File: config.mk
export PLATFORM = sky130hd
export DESIGN_NAME = wdog_twostage
export DESIGN_NICKNAME = d
export VERILOG_FILES = /design/src/rtl/wdt_pkg.sv /design/src/rtl/wdt_timebase.sv /design/src/rtl/wdt_regs.sv /design/src/rtl/wdt_stage_fsm.sv /design/src/rtl/wdog_twostage.sv
export SDC_FILE = /design/constraint.sdc
export NUM_CORES = 1
export LEC_CHECK = 0
export BUFFER_PORTS_ARGS = -buffer_cell sky130_fd_sc_hd__buf_2
export CAP_MARGIN = 20
export CORE_AREA = 10 10 96 98
export CTS_CLUSTER_SIZE = 28
export DETAILED_ROUTE_END_ITERATION = 8
export DIE_AREA = 0 0 106 108
export PLACE_DENSITY = 0.63
export SYNTH_ARGS = -nofsm -noshare
export SYNTH_HDL_FRONTEND = slang
export SYNTH_SLANG_ARGS = --single-unit
File: constraint.sdc
create_clock -name clk -period 4.6 [get_ports clk]
set_input_delay 0.46 -clock clk [delete_from_list [all_inputs] [get_ports clk]]
set_output_delay 0.46 -clock clk [all_outputs]
set_load 0.02 [all_outputs]
File: src/rtl/wdt_pkg.sv
package wdt_pkg;

  localparam int unsigned DATA_W = 32;

  // Byte offsets of the three registers
  localparam int unsigned OFS_CTRL_A = 0;
  localparam int unsigned OFS_CTRL_B = 4;
  localparam int unsigned OFS_TBASE  = 8;

  // Bit positions that software decodes
  localparam int unsigned BIT_RST_ST = 3;
  localparam int unsigned BIT_STATE  = 2;
  localparam int unsigned BIT_EN_A   = 1;
  localparam int unsigned BIT_EN_B   = 0;

  // True when the lowest n bits of v are all ones (next increment rolls over)
  function automatic logic window_full(input logic [31:0] v, input int unsigned n);
    logic all_set;
    all_set = 1'b1;
    for (int i = 0; i < 32; i++) begin
      if (i < n && !v[i]) all_set = 1'b0;
    end
    return all_set;
  endfunction

  // Read image of control register A
  function automatic logic [DATA_W-1:0] pack_ctrl_a(input logic rst_st,
                                                    input logic state,
                                                    input logic en_a);
    logic [DATA_W-1:0] img;
    img = '0;
    img[BIT_RST_ST] = rst_st;
    img[BIT_STATE]  = state;
    img[BIT_EN_A]   = en_a;
    return img;
  endfunction

endpackage

File: src/rtl/wdt_timebase.sv
module wdt_timebase #(
  parameter int unsigned CNT_W  = 32,
  parameter int unsigned INTV_W = 8
) (
  input  logic             clk,
  input  logic             rst_n,
  output logic [CNT_W-1:0] count,
  output logic             wrap_due
);

  always_ff @(posedge clk or negedge rst_n) begin
    if (!rst_n) count <= '0;
    else        count <= count + CNT_W'(1);
  end

  assign wrap_due = wdt_pkg::window_full(32'(count), INTV_W);

  assert_tb_step_R2: assert property (@(posedge clk) disable iff (!rst_n)
    1'b1 |=> count == $past(count) + CNT_W'(1));

endmodule

File: src/rtl/wdt_regs.sv
module wdt_regs #(
  parameter int unsigned ADDR_W = 4,
  parameter int unsigned CNT_W  = 32
) (
  input  logic                       clk,
  input  logic                       rst_n,
  input  logic [ADDR_W-1:0]          addr,
  input  logic                       we,
  input  logic [wdt_pkg::DATA_W-1:0] wdata,
  input  logic                       state_flag,
  input  logic                       rst_flag,
  input  logic [CNT_W-1:0]           tb_count,
  output logic                       armed,
  output logic                       clr_state,
  output logic                       clr_rst,
  output logic [wdt_pkg::DATA_W-1:0] rdata
);
  import wdt_pkg::*;

  logic sel_a, sel_b, sel_t;
  logic en_a, en_b;

  assign sel_a = (addr == ADDR_W'(OFS_CTRL_A));
  assign sel_b = (addr == ADDR_W'(OFS_CTRL_B));
  assign sel_t = (addr == ADDR_W'(OFS_TBASE));

  always_ff @(posedge clk or negedge rst_n) begin
    if (!rst_n) begin
      en_a <= 1'b0;
      en_b <= 1'b0;
    end else if (we) begin
      if (sel_a) en_a <= wdata[BIT_EN_A];
      if (sel_b) en_b <= wdata[BIT_EN_B];
    end
  end

  assign armed     = en_a | en_b;
  assign clr_state = we & sel_a & wdata[BIT_STATE];
  assign clr_rst   = we & sel_a & wdata[BIT_RST_ST];

  always_comb begin
    rdata = '0;
    if (sel_a)      rdata = pack_ctrl_a(rst_flag, state_flag, en_a);
    else if (sel_b) rdata[BIT_EN_B] = en_b;
    else if (sel_t) rdata = DATA_W'(tb_count);
  end

  // Arming changes only through a write to one of the control registers
  assert_arm_hold_R3: assert property (@(posedge clk) disable iff (!rst_n)
    !(we && (sel_a || sel_b)) |=> $stable(armed));

endmodule

File: src/rtl/wdt_stage_fsm.sv
module wdt_stage_fsm #(
  parameter int unsigned RST_HOLD = 16
) (
  input  logic clk,
  input  logic rst_n,
  input  logic armed,
  input  logic wrap_due,
  input  logic clr_state,
  input  logic clr_rst,
  output logic state_flag,
  output logic rst_flag,
  output logic irq_pulse,
  output logic sys_reset,
  output logic stage1_hit,
  output logic stage2_hit
);
  localparam int unsigned HOLD_W = $clog2(RST_HOLD + 1);

  logic              expire;
  logic [HOLD_W-1:0] hold_cnt;

  // A service write in the same cycle cancels the expiry
  assign expire     = armed & wrap_due & ~clr_state;
  assign stage1_hit = expire & ~state_flag;
  assign stage2_hit = expire & state_flag;

  always_ff @(posedge clk or negedge rst_n) begin
    if (!rst_n) begin
      state_flag <= 1'b0;
      rst_flag   <= 1'b0;
      irq_pulse  <= 1'b0;
      hold_cnt   <= '0;
    end else begin
      if (clr_state)       state_flag <= 1'b0;
      else if (stage1_hit) state_flag <= 1'b1;

      if (stage2_hit)   rst_flag <= 1'b1;
      else if (clr_rst) rst_flag <= 1'b0;

      irq_pulse <= stage1_hit;

      if (stage2_hit)          hold_cnt <= HOLD_W'(RST_HOLD);
      else if (hold_cnt != '0) hold_cnt <= hold_cnt - HOLD_W'(1);
    end
  end

  assign sys_reset = (hold_cnt != '0);

  assert_irq_single_R4: assert property (@(posedge clk) disable iff (!rst_n)
    irq_pulse |=> !irq_pulse);

  assert_irq_cause_R4: assert property (@(posedge clk) disable iff (!rst_n)
    $rose(irq_pulse) |-> $past(armed && wrap_due) && state_flag);

  assert_reset_needs_state_R5: assert property (@(posedge clk) disable iff (!rst_n)
    $rose(sys_reset) |-> $past(state_flag) && rst_flag);

  assert_disarmed_quiet_R3: assert property (@(posedge clk) disable iff (!rst_n)
    !armed && !clr_state |=> $stable(state_flag));

  assert_rstflag_sticky_R7: assert property (@(posedge clk) disable iff (!rst_n)
    rst_flag && !clr_rst |=> rst_flag);

endmodule

File: src/rtl/wdog_twostage.sv
module wdog_twostage #(
  parameter int unsigned ADDR_W   = 4,
  parameter int unsigned CNT_W    = 32,
  parameter int unsigned INTV_W   = 8,
  parameter int unsigned RST_HOLD = 16
) (
  input  logic              clk,
  input  logic              rst_n,
  input  logic [ADDR_W-1:0] bus_addr,
  input  logic              bus_we,
  input  logic [31:0]       bus_wdata,
  output logic [31:0]       bus_rdata,
  output logic              irq_pulse,
  output logic              sys_reset
);

  logic [CNT_W-1:0] tb_count;
  logic             wrap_due;
  logic             armed, clr_state, clr_rst;
  logic             state_flag, rst_flag;
  logic             stage1_hit, stage2_hit;

  wdt_timebase #(.CNT_W(CNT_W), .INTV_W(INTV_W)) u_tbase (
    .clk      (clk),
    .rst_n    (rst_n),
    .count    (tb_count),
    .wrap_due (wrap_due)
  );

  wdt_regs #(.ADDR_W(ADDR_W), .CNT_W(CNT_W)) u_regs (
    .clk        (clk),
    .rst_n      (rst_n),
    .addr       (bus_addr),
    .we         (bus_we),
    .wdata      (bus_wdata),
    .state_flag (state_flag),
    .rst_flag   (rst_flag),
    .tb_count   (tb_count),
    .armed      (armed),
    .clr_state  (clr_state),
    .clr_rst    (clr_rst),
    .rdata      (bus_rdata)
  );

  wdt_stage_fsm #(.RST_HOLD(RST_HOLD)) u_fsm (
    .clk        (clk),
    .rst_n      (rst_n),
    .armed      (armed),
    .wrap_due   (wrap_due),
    .clr_state  (clr_state),
    .clr_rst    (clr_rst),
    .state_flag (state_flag),
    .rst_flag   (rst_flag),
    .irq_pulse  (irq_pulse),
    .sys_reset  (sys_reset),
    .stage1_hit (stage1_hit),
    .stage2_hit (stage2_hit)
  );

  assert_stages_exclusive_R5: assert property (@(posedge clk) disable iff (!rst_n)
    !(stage1_hit && stage2_hit));

  assert_reset_after_irq_R5: assert property (@(posedge clk) disable iff (!rst_n)
    stage2_hit |-> state_flag && !irq_pulse);

endmodule

# Yosys cells after proc, flatten, opt, wreduce, memory -nomap -nowiden
# Index checks and enable logic that the tools add are counted.
dict set report classes {
  add_sub_neg 2
  reduce_logical 7
  n_eq_ne 2
  bitwise 10
  n_mux 18
}
# operator n
set op_table {}
lappend op_table {{32-bit 2-to-1 mux} 2}
lappend op_table {{32-bit by 1-bit adder with 32-bit output, second input constant} 1}
lappend op_table {{31-bit 2-to-1 mux} 1}
lappend op_table {{1-bit 2-to-1 mux} 13}
lappend op_table {{5-bit 2-to-1 mux} 2}
lappend op_table {{1-bit AND} 7}
lappend op_table {{2-bit nonzero test} 3}
lappend op_table {{5-bit nonzero test} 1}
lappend op_table {{5-bit by 1-bit subtractor with 5-bit output, second input constant} 1}
lappend op_table {{4-bit by 3-bit equality test with 1-bit output, second input constant} 1}
lappend op_table {{4-bit equality test, second input constant} 1}
lappend op_table {{4-bit zero test} 1}
lappend op_table {{2-bit AND reduction} 2}
lappend op_table {{1-bit NOT} 2}
lappend op_table {{1-bit bitwise OR} 1}
dict set report totals {
  regBits 42
  out_inout_bits 34
  input_bits 39
  word_cells 46
}

# Depth between registers and ports, before layout
# Gate-level depths: netlist of the first run.
dict set report depth {
  depth_word 13
  ltp_mapped 7
  depth_no_buf 6
}

# By module
# Synthesis of the first run repeated with hierarchy kept, for this count alone.
dict set report hier_totals {
  cells_unflattened 206
  hier_area_um2 2218.4
}
# mod cells_each seq_area_each_um2 area_each_um2 n_inst
set by_module_without_submodules {}
lappend by_module_without_submodules {wdt_timebase 124 800.8 1447.6 1}
lappend by_module_without_submodules {wdt_regs 47 50.0 390.4 1}
lappend by_module_without_submodules {wdt_stage_fsm 35 200.2 380.4 1}

# Worst setup path after synthesis of the first run
# Ideal clock, no wire load.
dict set report synth_timing {
  path_kind {input to output}
  start {input bus_addr[1]}
  end {output bus_rdata[2]}
  path_stages 3
  n_path_buf 1
  arrival_time_ns 1.541
  required_time_ns 4.140
  setup_slack_ns 2.599
  cell_sequence {nor4b_1 clkbuf_1 a22o_1}
}
dict set report synth_via {
  elab_chain_len 4
  elab_cells_between_ends 6
  classes_between {eq/ne: 2; mux: 3; reduce/logical: 1}
}
# item line_no
set synth_rtl {}
lappend synth_rtl {{from (decl)} wdog_twostage.sv:9} ;# input logic [ADDR_W-1:0] bus_addr,
lappend synth_rtl {{4-bit equality test} wdt_regs.sv:25} ;# assign sel_t = (addr == ADDR_W'(OFS_TBASE));
lappend synth_rtl {{32-bit 2-to-1 mux} wdt_regs.sv:45} ;# else if (sel_t) rdata = DATA_W'(tb_count);
lappend synth_rtl {{31-bit 2-to-1 mux} wdt_regs.sv:44} ;# else if (sel_b) rdata[BIT_EN_B] = en_b;
lappend synth_rtl {{32-bit 2-to-1 mux (*)} wdt_regs.sv:43} ;# if (sel_a) rdata = pack_ctrl_a(rst_flag, state_flag, en_a);
lappend synth_rtl {{to (decl)} wdog_twostage.sv:12} ;# output logic [31:0] bus_rdata,
# Every way passes the cells marked *; elsewhere a longest branch is shown, timed or not.

# Worst setup path in the final report of the first run
dict set report layout_timing {
  start {register u_fsm.hold_cnt[0]}
  end {output sys_reset}
}
dict set report layout_via {
  elab_chain_len 1
}
# item line_no
set layout_rtl {}
lappend layout_rtl {{from (decl)} wdt_stage_fsm.sv:20} ;# logic [HOLD_W-1:0] hold_cnt;
lappend layout_rtl {{from (signal assigned)} wdt_stage_fsm.sv:42} ;# if (stage2_hit) hold_cnt <= HOLD_W'(RST_HOLD);
lappend layout_rtl {{from (signal assigned)} wdt_stage_fsm.sv:43} ;# else if (hold_cnt != '0) hold_cnt <= hold_cnt - HOLD_W'(1);
lappend layout_rtl {{5-bit nonzero test} wdt_stage_fsm.sv:47} ;# assign sys_reset = (hold_cnt != '0);
lappend layout_rtl {{to (decl)} wdog_twostage.sv:14} ;# output logic sys_reset
# Every way passes these cells.

==> run_results.csv, run 1 <==
group,metric,value,unit
sta,fin_crit_sh,53.20,%
global_route,grt_max_degree,43,
pwr,ir_drop,95.64,uV
sta,fin_worst_skew,7.622,ps
logic_synthesis,yosys_warnings,0,
logic_synthesis,synthesis.area,2162,um2
logic_synthesis,synth-main-ff-cell,"dfrtp_1",
pwr,leakagePower,1.299,nW
pwr,sw_frac_of_total,23.17,%
logic_synthesis,async_reset_ff_share,100.0,%
finish,synthToLayoutAreaGrowth,19.62,%
logic_synthesis,yosysUniqueCellTypes,33,
finish,final_util,34.73,%
finish,final_cell_mix,"44 x buf_2, 42 x dfrtp_1, 30 x and2_1, 24 x xnor2_1, 14 x nor2_1",
status,status,"complete, no violations",
placed_design,gp_congestion,0.7143,
sta,fin_ws,2153,ps
sta,setup_violations,0,
cts,ctsRootBufferMaster,"clkbuf_8",
logic_synthesis,yosysSeqAreaShare,48.61,%
setup_path,critPathRequiredTime,4140,ps
die,die_y,108,um
finish,fillCellCount,793,
placed_design,portBuffers,44,
placed_design,dp_slack,2480,ps
sta,setup_tns,0,ps
sta,hold_violations,0,
cts,holdBufCountCts,0,
routing,first_pass_iters,4,
setup_path,reg2reg_to,"u_fsm.hold_cnt[1]",
routing,wl,4652,um
sta,timing.hold.ws,306.4,ps
setup_path,worst_setup_path_end_kind,"output port",
global_route,grt_pass1_vias,1636,
pwr,power.total,0.6542,mW
cts,postCtsSetupBuffers,0,
setup_path,arrival,1990,ps
global_route,antenna_found_initial,0,
pwr,pwr-share-clk,38.6,%
pwr,p_int,0.5026,mW
setup_path,crit_path_start_kind,"flip-flop",
sta,drv_slew,0,
logic_synthesis,synth-edff-count,0,
sta,grt_setup_unrepaired,"no",
job,maxCapViolations,0,
routing,drt-initial-drc-count,76,
finish,drive_gt1_share,25.20,%
setup_path,path_max_fanout,4,
finish,num_antenna_cells,0,
cts,clock_sinks,42,
logic_synthesis,syn_inst,203,
finish,fin_nets,292,
die,coreArea,7447,um2
logic_synthesis,syn_nets,246,
pwr,p_switching,0.1516,mW
cts,cts_buffer_depth,2,
worst_hold_path,worstHoldPathType,"in -> async",
die,start_util,29.03,%
sta,max_freq,0.4086,GHz
setup_path,crit_type,"reg -> out",
finish,final_common_cell,"buf_2",
global_route,grt_overflow,0,
die,io_pins,73,
cts,h-tree-depth,2,
setup_path,r2r_cells,6,
sta,worst_slew_pin_slew,938.5,ps
sta,slew_headroom,37.44,%
routing,wl_per_cell,13.22,um
cts,cts_buffers,5,
pwr,combPwrFrac,3.9,%
global_route,track_usage,8.602,%
routing,drc,0,
cts,clk_latency,300,ps
die,rows,32,
cts,cts_tree,"built",
placed_design,dpl.hpwl,3421,um
die,die-area,11450,um2
setup_path,reg2reg_slack,2790,ps
pwr,powerDensity,253.0,nW/um2
global_route,grt_pass1_wl,8031,um
pwr,power_frac_seq,57.5,%
die,die_w,106,um
logic_synthesis,avgSynthCellArea,10.65,um2
cts,cts.repair.resized,0,
sta,period_minus_slack,2447,ps
logic_synthesis,ys_ff_latch,42,
cts,clk_pin_slew,80,ps
routing,ant_nets,0,
routing,via_per_inst,4.378,
setup_path,r2r_start,"u_fsm.hold_cnt[0]",
routing,vias,1541,
-- cell type report --
cell class | count | area [um2] | area share, %
clock buffers | 6 | 82.58 | 3.193
clock inverters | 2 | 12.51 | 0.4838
inverters | 5 | 18.77 | 0.7257
multi-input cells | 150 | 1066 | 41.22
flip-flops and latches | 42 | 1051 | 40.64
well taps | 102 | 127.6 | 4.935
repair buffers | 45 | 227.7 | 8.805
-- cells in the mapped netlist (4+ instances only) --
cell type	n	area, um2
nand2_1	12	45.04
dfrtp_1	42	1051
nand4_1	10	62.56
and2_1	30	187.7
and3_1	8	50.05
ha_1	4	50.05
nand3_1	11	55.05
inv_1	5	18.77
xnor2_1	24	210.2
nor2_1	14	52.55
nor3_1	6	30.03
xor2_1	7	61.31
-- cells by family after synthesis --
| kind of cell | Yosys count | synth area share [%] |
|---|---|---|
| AO/OA/AOI/OAI | 10 | 3.878 |
| AND/OR/NAND/NOR | 103 | 29.23 |
| adder cells (fa/ha/maj) | 4 | 2.315 |
| buffers and inverters | 11 | 2.372 |
| multiplexers | 2 | 1.042 |
| XOR/XNOR | 31 | 12.56 |
| flip-flops | 42 | 48.61 |
-- flip-flops by register name (all words and copies together) (netlist names) --
name,flops
u_tbase.count,32
u_fsm.hold_cnt,5
u_fsm.irq_pulse,1
u_fsm.rst_flag,1
u_fsm.state_flag,1
u_regs.en_a,1
u_regs.en_b,1
-- worst max-delay path, stage by stage, from the launching register on --
cell     delay (ps)
dfrtp_1         380
inv_1           110
ha_1            180
nor4b_1         630
inv_1           180
buf_2           210
-- how the worst max path moves through the flow --
stage | cells after the start | slack, ps | endpoint | from
after floorplan | 3 | 2600 | bus_rdata[2] | bus_addr[1]
after global placement | 5 | 2500 | sys_reset | u_fsm.hold_cnt[0]
after detailed placement | 5 | 2480 | sys_reset | u_fsm.hold_cnt[0]
after CTS | 5 | 2140 | sys_reset | u_fsm.hold_cnt[0]
after global routing | 5 | 1990 | sys_reset | u_fsm.hold_cnt[0]
final | 5 | 2150 | sys_reset | u_fsm.hold_cnt[0]
-- per-stage QoR --
step                cell area [um2]  std cells
finish                         2586        352
global route                   2586        352
CTS                            2586        352
detailed placement             2491        344
global placement               2491        344
floorplan                      2162        203
-- power by group through the flow --
| stage | Sequential, mW | Combinational (mW) | Clock, mW |
|---|---|---|---|
| floorplan | 0.383 | 0.00934 | 0 |
| global placement | 0.383 | 0.0261 | 0 |
| detailed placement | 0.383 | 0.0265 | 0 |
| CTS | 0.376 | 0.0266 | 0.262 |
| global route | 0.377 | 0.0289 | 0.272 |
| finish | 0.376 | 0.0254 | 0.253 |
-- metal layers --
metal  vias up  global-route usage, %  part of all wire (%)
met1       730                  10.34                    46
met3         5                  2.439                   4.1
li1        785                      -                     -
met5         -                      0                     0
met2        21                  13.87                    48
met4         0                  4.352                   2.0
(Power assumes the default switching activity.)
==> run 2: changes to the inputs <==
==> constraint.sdc (replaced) <==
create_clock -name clk -period 2.55 [get_ports clk]
set_input_delay 0.255 -clock clk [delete_from_list [all_inputs] [get_ports clk]]
set_output_delay 0.255 -clock clk [all_outputs]
set_load 0.02 [all_outputs]
==> run 2 against run 1 <==
Against the previous run: clock power increased by 75%; flip-flop and latch count stayed put; largest cell class unchanged; via count rose by 0.58%; combinational power grew 81%.
==> run_results.csv, run 2 (synthesis results as in run 1) <==
group,metric,value,unit
worst_hold_path,worstHoldPathType,"in -> async",
global_route,grt_overflow,0,
finish,largest_reg_flops,32,
routing,drc,0,
sta,drv_slew,0,
cts,clock_sinks,42,
cts,cts_buffers,5,
routing,via_per_inst,4.391,
sta,grt_setup_unrepaired,"no",
cts,clk_latency,300,ps
routing,wl,4658,um
sta,period_minus_slack,1920,ps
setup_path,slowest_stage,"dfrtp_1",
placed_design,dpl.hpwl,3406,um
finish,final_common_cell,"buf_2",
routing,wl_per_cell,13.20,um
setup_path,path_buf_inv,4,
die,coreArea,7447,um2
die,start_util,29.03,%
routing,ant_nets,0,
sta,setup_violations,0,
die,die-area,11450,um2
routing,drt-initial-drc-count,52,
placed_design,portBuffers,44,
setup_path,worst_setup_path_end_kind,"output port",
setup_path,worstPathCellList,"inv_1 > ha_1 > nor4b_1 > buf_4 > inv_1 > buf_2",
cts,clk_pin_slew,80,ps
finish,reg.largest.list,"u_tbase.count x32, u_fsm.hold_cnt x5",
cts,ctsRootBufferMaster,"clkbuf_8",
cts,cts_tree,"built",
finish,drive_gt1_share,25.10,%
setup_path,crit_path_start_kind,"flip-flop",
job,maxCapViolations,0,
routing,vias,1550,
setup_path,crit_type,"reg -> out",
die,die_y,108,um
cts,h-tree-depth,2,
finish,fin_nets,293,
setup_path,slowest_delay,380,ps
cts,cts_buffer_depth,2,
sta,worst_slew_pin_slew,930.3,ps
finish,final_util,34.78,%
finish,top_register,"u_tbase.count",
sta,setup_tns,0,ps
finish,final_cell_mix,"44 x buf_2, 42 x dfrtp_1, 30 x and2_1, 24 x xnor2_1, 14 x nor2_1",
sta,slew_headroom,37.98,%
status,status,"complete, no violations",
setup_path,critPathRequiredTime,2300,ps
global_route,track_usage,8.293,%
sta,fin_worst_skew,3.777,ps
sta,max_freq,0.5208,GHz
pwr,leakagePower,1.304,nW
die,io_pins,73,
sta,fin_crit_sh,75.30,%
finish,num_antenna_cells,0,
cts,cts.repair.resized,0,
setup_path,critPathTopFamily,"buffers and inverters",
finish,synthToLayoutAreaGrowth,19.79,%
setup_path,path_max_fanout,4,
setup_path,crit_top_cell,"inv_1",
setup_path,arrival,1670,ps
pwr,ir_drop,163.7,uV
global_route,grt_pass1_vias,1635,
sta,hold_violations,0,
cts,postCtsSetupBuffers,0,
die,die_w,106,um
placed_design,gp_congestion,0.7134,
pwr,powerDensity,450.2,nW/um2
die,rows,32,
global_route,grt_max_degree,43,
global_route,grt_pass1_wl,7769,um
cts,holdBufCountCts,0,
routing,first_pass_iters,4,
global_route,antenna_found_initial,0,
-- run 2: cell count changes in the layout (fill, tap and decap cells not counted) --
cell | before | now
clkinvlp_4 | 1 | 0
buf_4 | 1 | 2
clkbuf_1 | 0 | 1
-- run 2: final timing paths --
kind,start,endpoint,slack [ps],cells after the start
setup reg to reg,u_tbase.count[0],u_tbase.count[30],820,5
setup / recovery,u_fsm.hold_cnt[0],sys_reset,630,6
hold reg to reg,u_tbase.count[31],u_tbase.count[31],480,1
hold / removal,rst_n,u_regs.en_a,100,1
min in group clk,bus_wdata[1],u_regs.en_a,190,2
max in group asynchronous,rst_n,u_tbase.count[20],1870,1
-- run 2: worst reg2reg max path: stages (launching register included) --
cell and delay (ps):
dfrtp_1 400, ha_1 240, nand4_1 220, nor4_4 440, nand4_1 180, xnor2_1 150
-- run 2: area by class of cell --
cell class | count | area (um2)
Fill cell | 797 | 4857
Multi-Input combinational cell | 150 | 1066
Sequential cell | 42 | 1051
Timing Repair Buffer | 46 | 235.2
Tap cell | 102 | 127.6
Clock buffer | 7 | 86.33
Inverter | 5 | 18.77
Clock inverter | 1 | 5.005
-- run 2: power breakdown --
group          leakage (nW)  internal, mW  switching, mW
clock network        0.0482         0.218          0.223
logic                 0.687        0.0161         0.0299
registers             0.569         0.673        0.00544
-- run 2: metrics by stage --
stage                     instance area, um2  hold slack, ps  power (mW)  setup WS (ps)  instances
after floorplan                         2162          -40.59      0.7070          819.6        203
after global placement                  2499           455.6      0.7385          819.6        345
after detailed placement                2499           459.3      0.7394          790.7        345
after CTS                               2590           131.9       1.186          605.3        353
after global routing                    2590           175.9       1.210          512.4        353
final                                   2590           96.36       1.166          629.9        353
-- run 2: metal layers --
| metal | wire (um) | part of all wire, % | vias up | global-route usage, % |
|---|---|---|---|---|
| met2 | 2263 | 49 | 28 | 14.18 |
| li1 | - | - | 791 | - |
| met5 | 0 | 0 | - | 0 |
| met3 | 170 | 3.6 | 6 | 2.082 |
| met1 | 2155 | 46 | 725 | 9.529 |
| met4 | 69 | 1.5 | 0 | 4.062 |
==> run 3: changes to the inputs <==
--- a/config.mk
+++ b/config.mk
@@ -11,7 +11,7 @@
 export CTS_CLUSTER_SIZE = 28
 export DETAILED_ROUTE_END_ITERATION = 8
 export DIE_AREA = 0 0 106 108
-export PLACE_DENSITY = 0.63
+export PLACE_DENSITY = 0.65
 export SYNTH_ARGS = -nofsm -noshare
 export SYNTH_HDL_FRONTEND = slang
 export SYNTH_SLANG_ARGS = --single-unit
==> constraint.sdc (replaced) <==
create_clock -name clk -period 1.73 [get_ports clk]
set_input_delay 0.173 -clock clk [delete_from_list [all_inputs] [get_ports clk]]
set_output_delay 0.173 -clock clk [all_outputs]
set_load 0.02 [all_outputs]
==> run 3 against run 2 <==
Against the previous run: critical path depth unchanged; global-route usage increased by 0.19 points; die area unchanged; cell count increased by 3.1%; register-to-register slack got worse by 740 ps; clock-buffer cell count unchanged; routed wire length about the same.
==> run_results.csv, run 3 (synthesis results as in run 1) <==
group,metric,value,unit
routing,first_pass_iters,4,
routing,wl,4660,um
setup_path,path_max_fanout,6,
pwr,leakagePower,1.379,nW
sta,fin_ws,83.83,ps
sta,setup_tns,0,ps
sta,worst_slew_pin_slew,693.2,ps
pwr,powerDensity,670.9,nW/um2
sta,grt_setup_unrepaired,"no",
sta,setup_violations,0,
cts,clk_pin_slew,80,ps
cts,clock_sinks,42,
finish,largest_reg_flops,32,
finish,final_util,36.63,%
sta,drv_slew,0,
setup_path,crit_top_cell,"ha_1",
routing,via_per_inst,4.393,
finish,synthToLayoutAreaGrowth,26.16,%
cts,ctsRootBufferMaster,"clkbuf_8",
placed_design,dp_slack,77.46,ps
cts,cts_tree,"built",
die,start_util,29.03,%
placed_design,gp_congestion,0.7355,
sta,hold_violations,0,
sta,period_minus_slack,1646,ps
routing,drt-initial-drc-count,41,
status,status,"complete, no violations",
placed_design,portBuffers,44,
global_route,track_usage,8.479,%
setup_path,worst_setup_path_end_kind,"flip-flop",
routing,wl_per_cell,12.80,um
global_route,grt_pass1_vias,1662,
die,coreArea,7447,um2
finish,finalNonFillerCells,364,
placed_design,dp_cells,354,
setup_path,arrival,1830,ps
global_route,antenna_found_initial,0,
finish,reg.largest.list,"u_tbase.count x32, u_fsm.hold_cnt x5",
die,io_pins,73,
routing,drc,0,
setup_path,worstPathCellList,"ha_1 > ha_1 > o211ai_1 > nor2_1 > and3_1 > a211o_1",
job,maxCapViolations,0,
die,die-area,11450,um2
cts,cts_buffer_depth,2,
pwr,ir_drop,323.6,uV
die,die_w,106,um
global_route,grt_max_degree,33,
setup_path,critPathRequiredTime,1920,ps
sta,fin_crit_sh,95.15,%
routing,vias,1599,
setup_path,crit_type,"reg -> reg",
finish,drive_gt1_share,29.77,%
finish,final_common_cell,"buf_2",
global_route,grt_pass1_wl,7907,um
placed_design,dpl.hpwl,3496,um
finish,fin_nets,304,
cts,h-tree-depth,2,
cts,clk_latency,290,ps
die,rows,32,
sta,max_freq,0.6075,GHz
finish,num_antenna_cells,0,
global_route,grt_overflow,0,
setup_path,slowest_stage,"dfrtp_1",
setup_path,slowest_delay,410,ps
sta,fin_worst_skew,6.078,ps
setup_path,crit_path_start_kind,"flip-flop",
sta,slew_headroom,53.79,%
worst_hold_path,worstHoldPathType,"in -> reg",
routing,ant_nets,0,
cts,cts_buffers,5,
finish,final_cell_mix,"43 x buf_2, 42 x dfrtp_1, 30 x and2_1, 24 x xnor2_1, 14 x nor2_1",
finish,top_register,"u_tbase.count",
die,die_y,108,um
-- run 3: where the power goes --
group / leakage, nW / internal (mW) / switching, mW / total (mW)
Clock: 0.0524 / 0.432 / 0.323 / 0.755
Sequential: 0.569 / 0.992 / 0.00710 / 0.999
Combinational: 0.757 / 0.0303 / 0.0454 / 0.0758
-- run 3: layout make-up --
class                      instances  area, um2
tap                              102      127.6
inverter                           5      18.77
multi-input combinational        150       1089
sequential                        42       1051
timing repair buffer              57      335.3
fill                             778       4720
clock buffer                       7      76.32
clock inverter                     1      30.03
-- run 3: per-layer routing --
metal	share of wire, %	vias to the layer above	global-route usage, %
li1	-	814	-
met5	0	-	0
met1	46	754	10.06
met4	2.0	0	4.642
met3	3.6	5	2.261
met2	49	26	13.78
-- run 3: worst paths after layout --
path / start / to / slack, ps / cells after the start
max in group asynchronous: rst_n / u_fsm.state_flag / 670 / 3
setup / recovery: u_tbase.count[1] / u_fsm.hold_cnt[4] / 80 / 6
setup reg to reg: u_tbase.count[1] / u_fsm.hold_cnt[4] / 80 / 6
hold reg to reg: u_tbase.count[31] / u_tbase.count[31] / 470 / 1
hold / removal: bus_wdata[0] / u_regs.en_b / 110 / 2
min in group asynchronous: rst_n / u_tbase.count[7] / 470 / 2
-- run 3: worst max-delay path, delay by kind of cell (launching register included) --
family / cells / cell delay, ps
flip-flops: 1 / 410
adder cells (fa/ha/maj): 2 / 440
AND/OR/NAND/NOR: 2 / 360
AO/OA/AOI/OAI: 2 / 340
-- run 3: through the flow --
| stage | area (um2) | hold WS [ps] | power, mW |
|---|---|---|---|
| final | 2728 | 110.1 | 1.830 |
| after global routing | 2728 | 110.2 | 1.912 |
| after CTS | 2710 | 99.72 | 1.864 |
| after detailed placement | 2585 | 259.0 | 1.096 |
| after global placement | 2585 | 252.7 | 1.094 |
| after floorplan | 2168 | -122.6 | 1.042 |
-- run 3: repair_timing --
action / in CTS / in global routing
endpoints found under the hold margin: 29 / 0
gates resized for setup: 1 / 6
setup endpoints to repair: 1 / 4
hold buffers: 1 / 0
setup buffers: 0 / 1
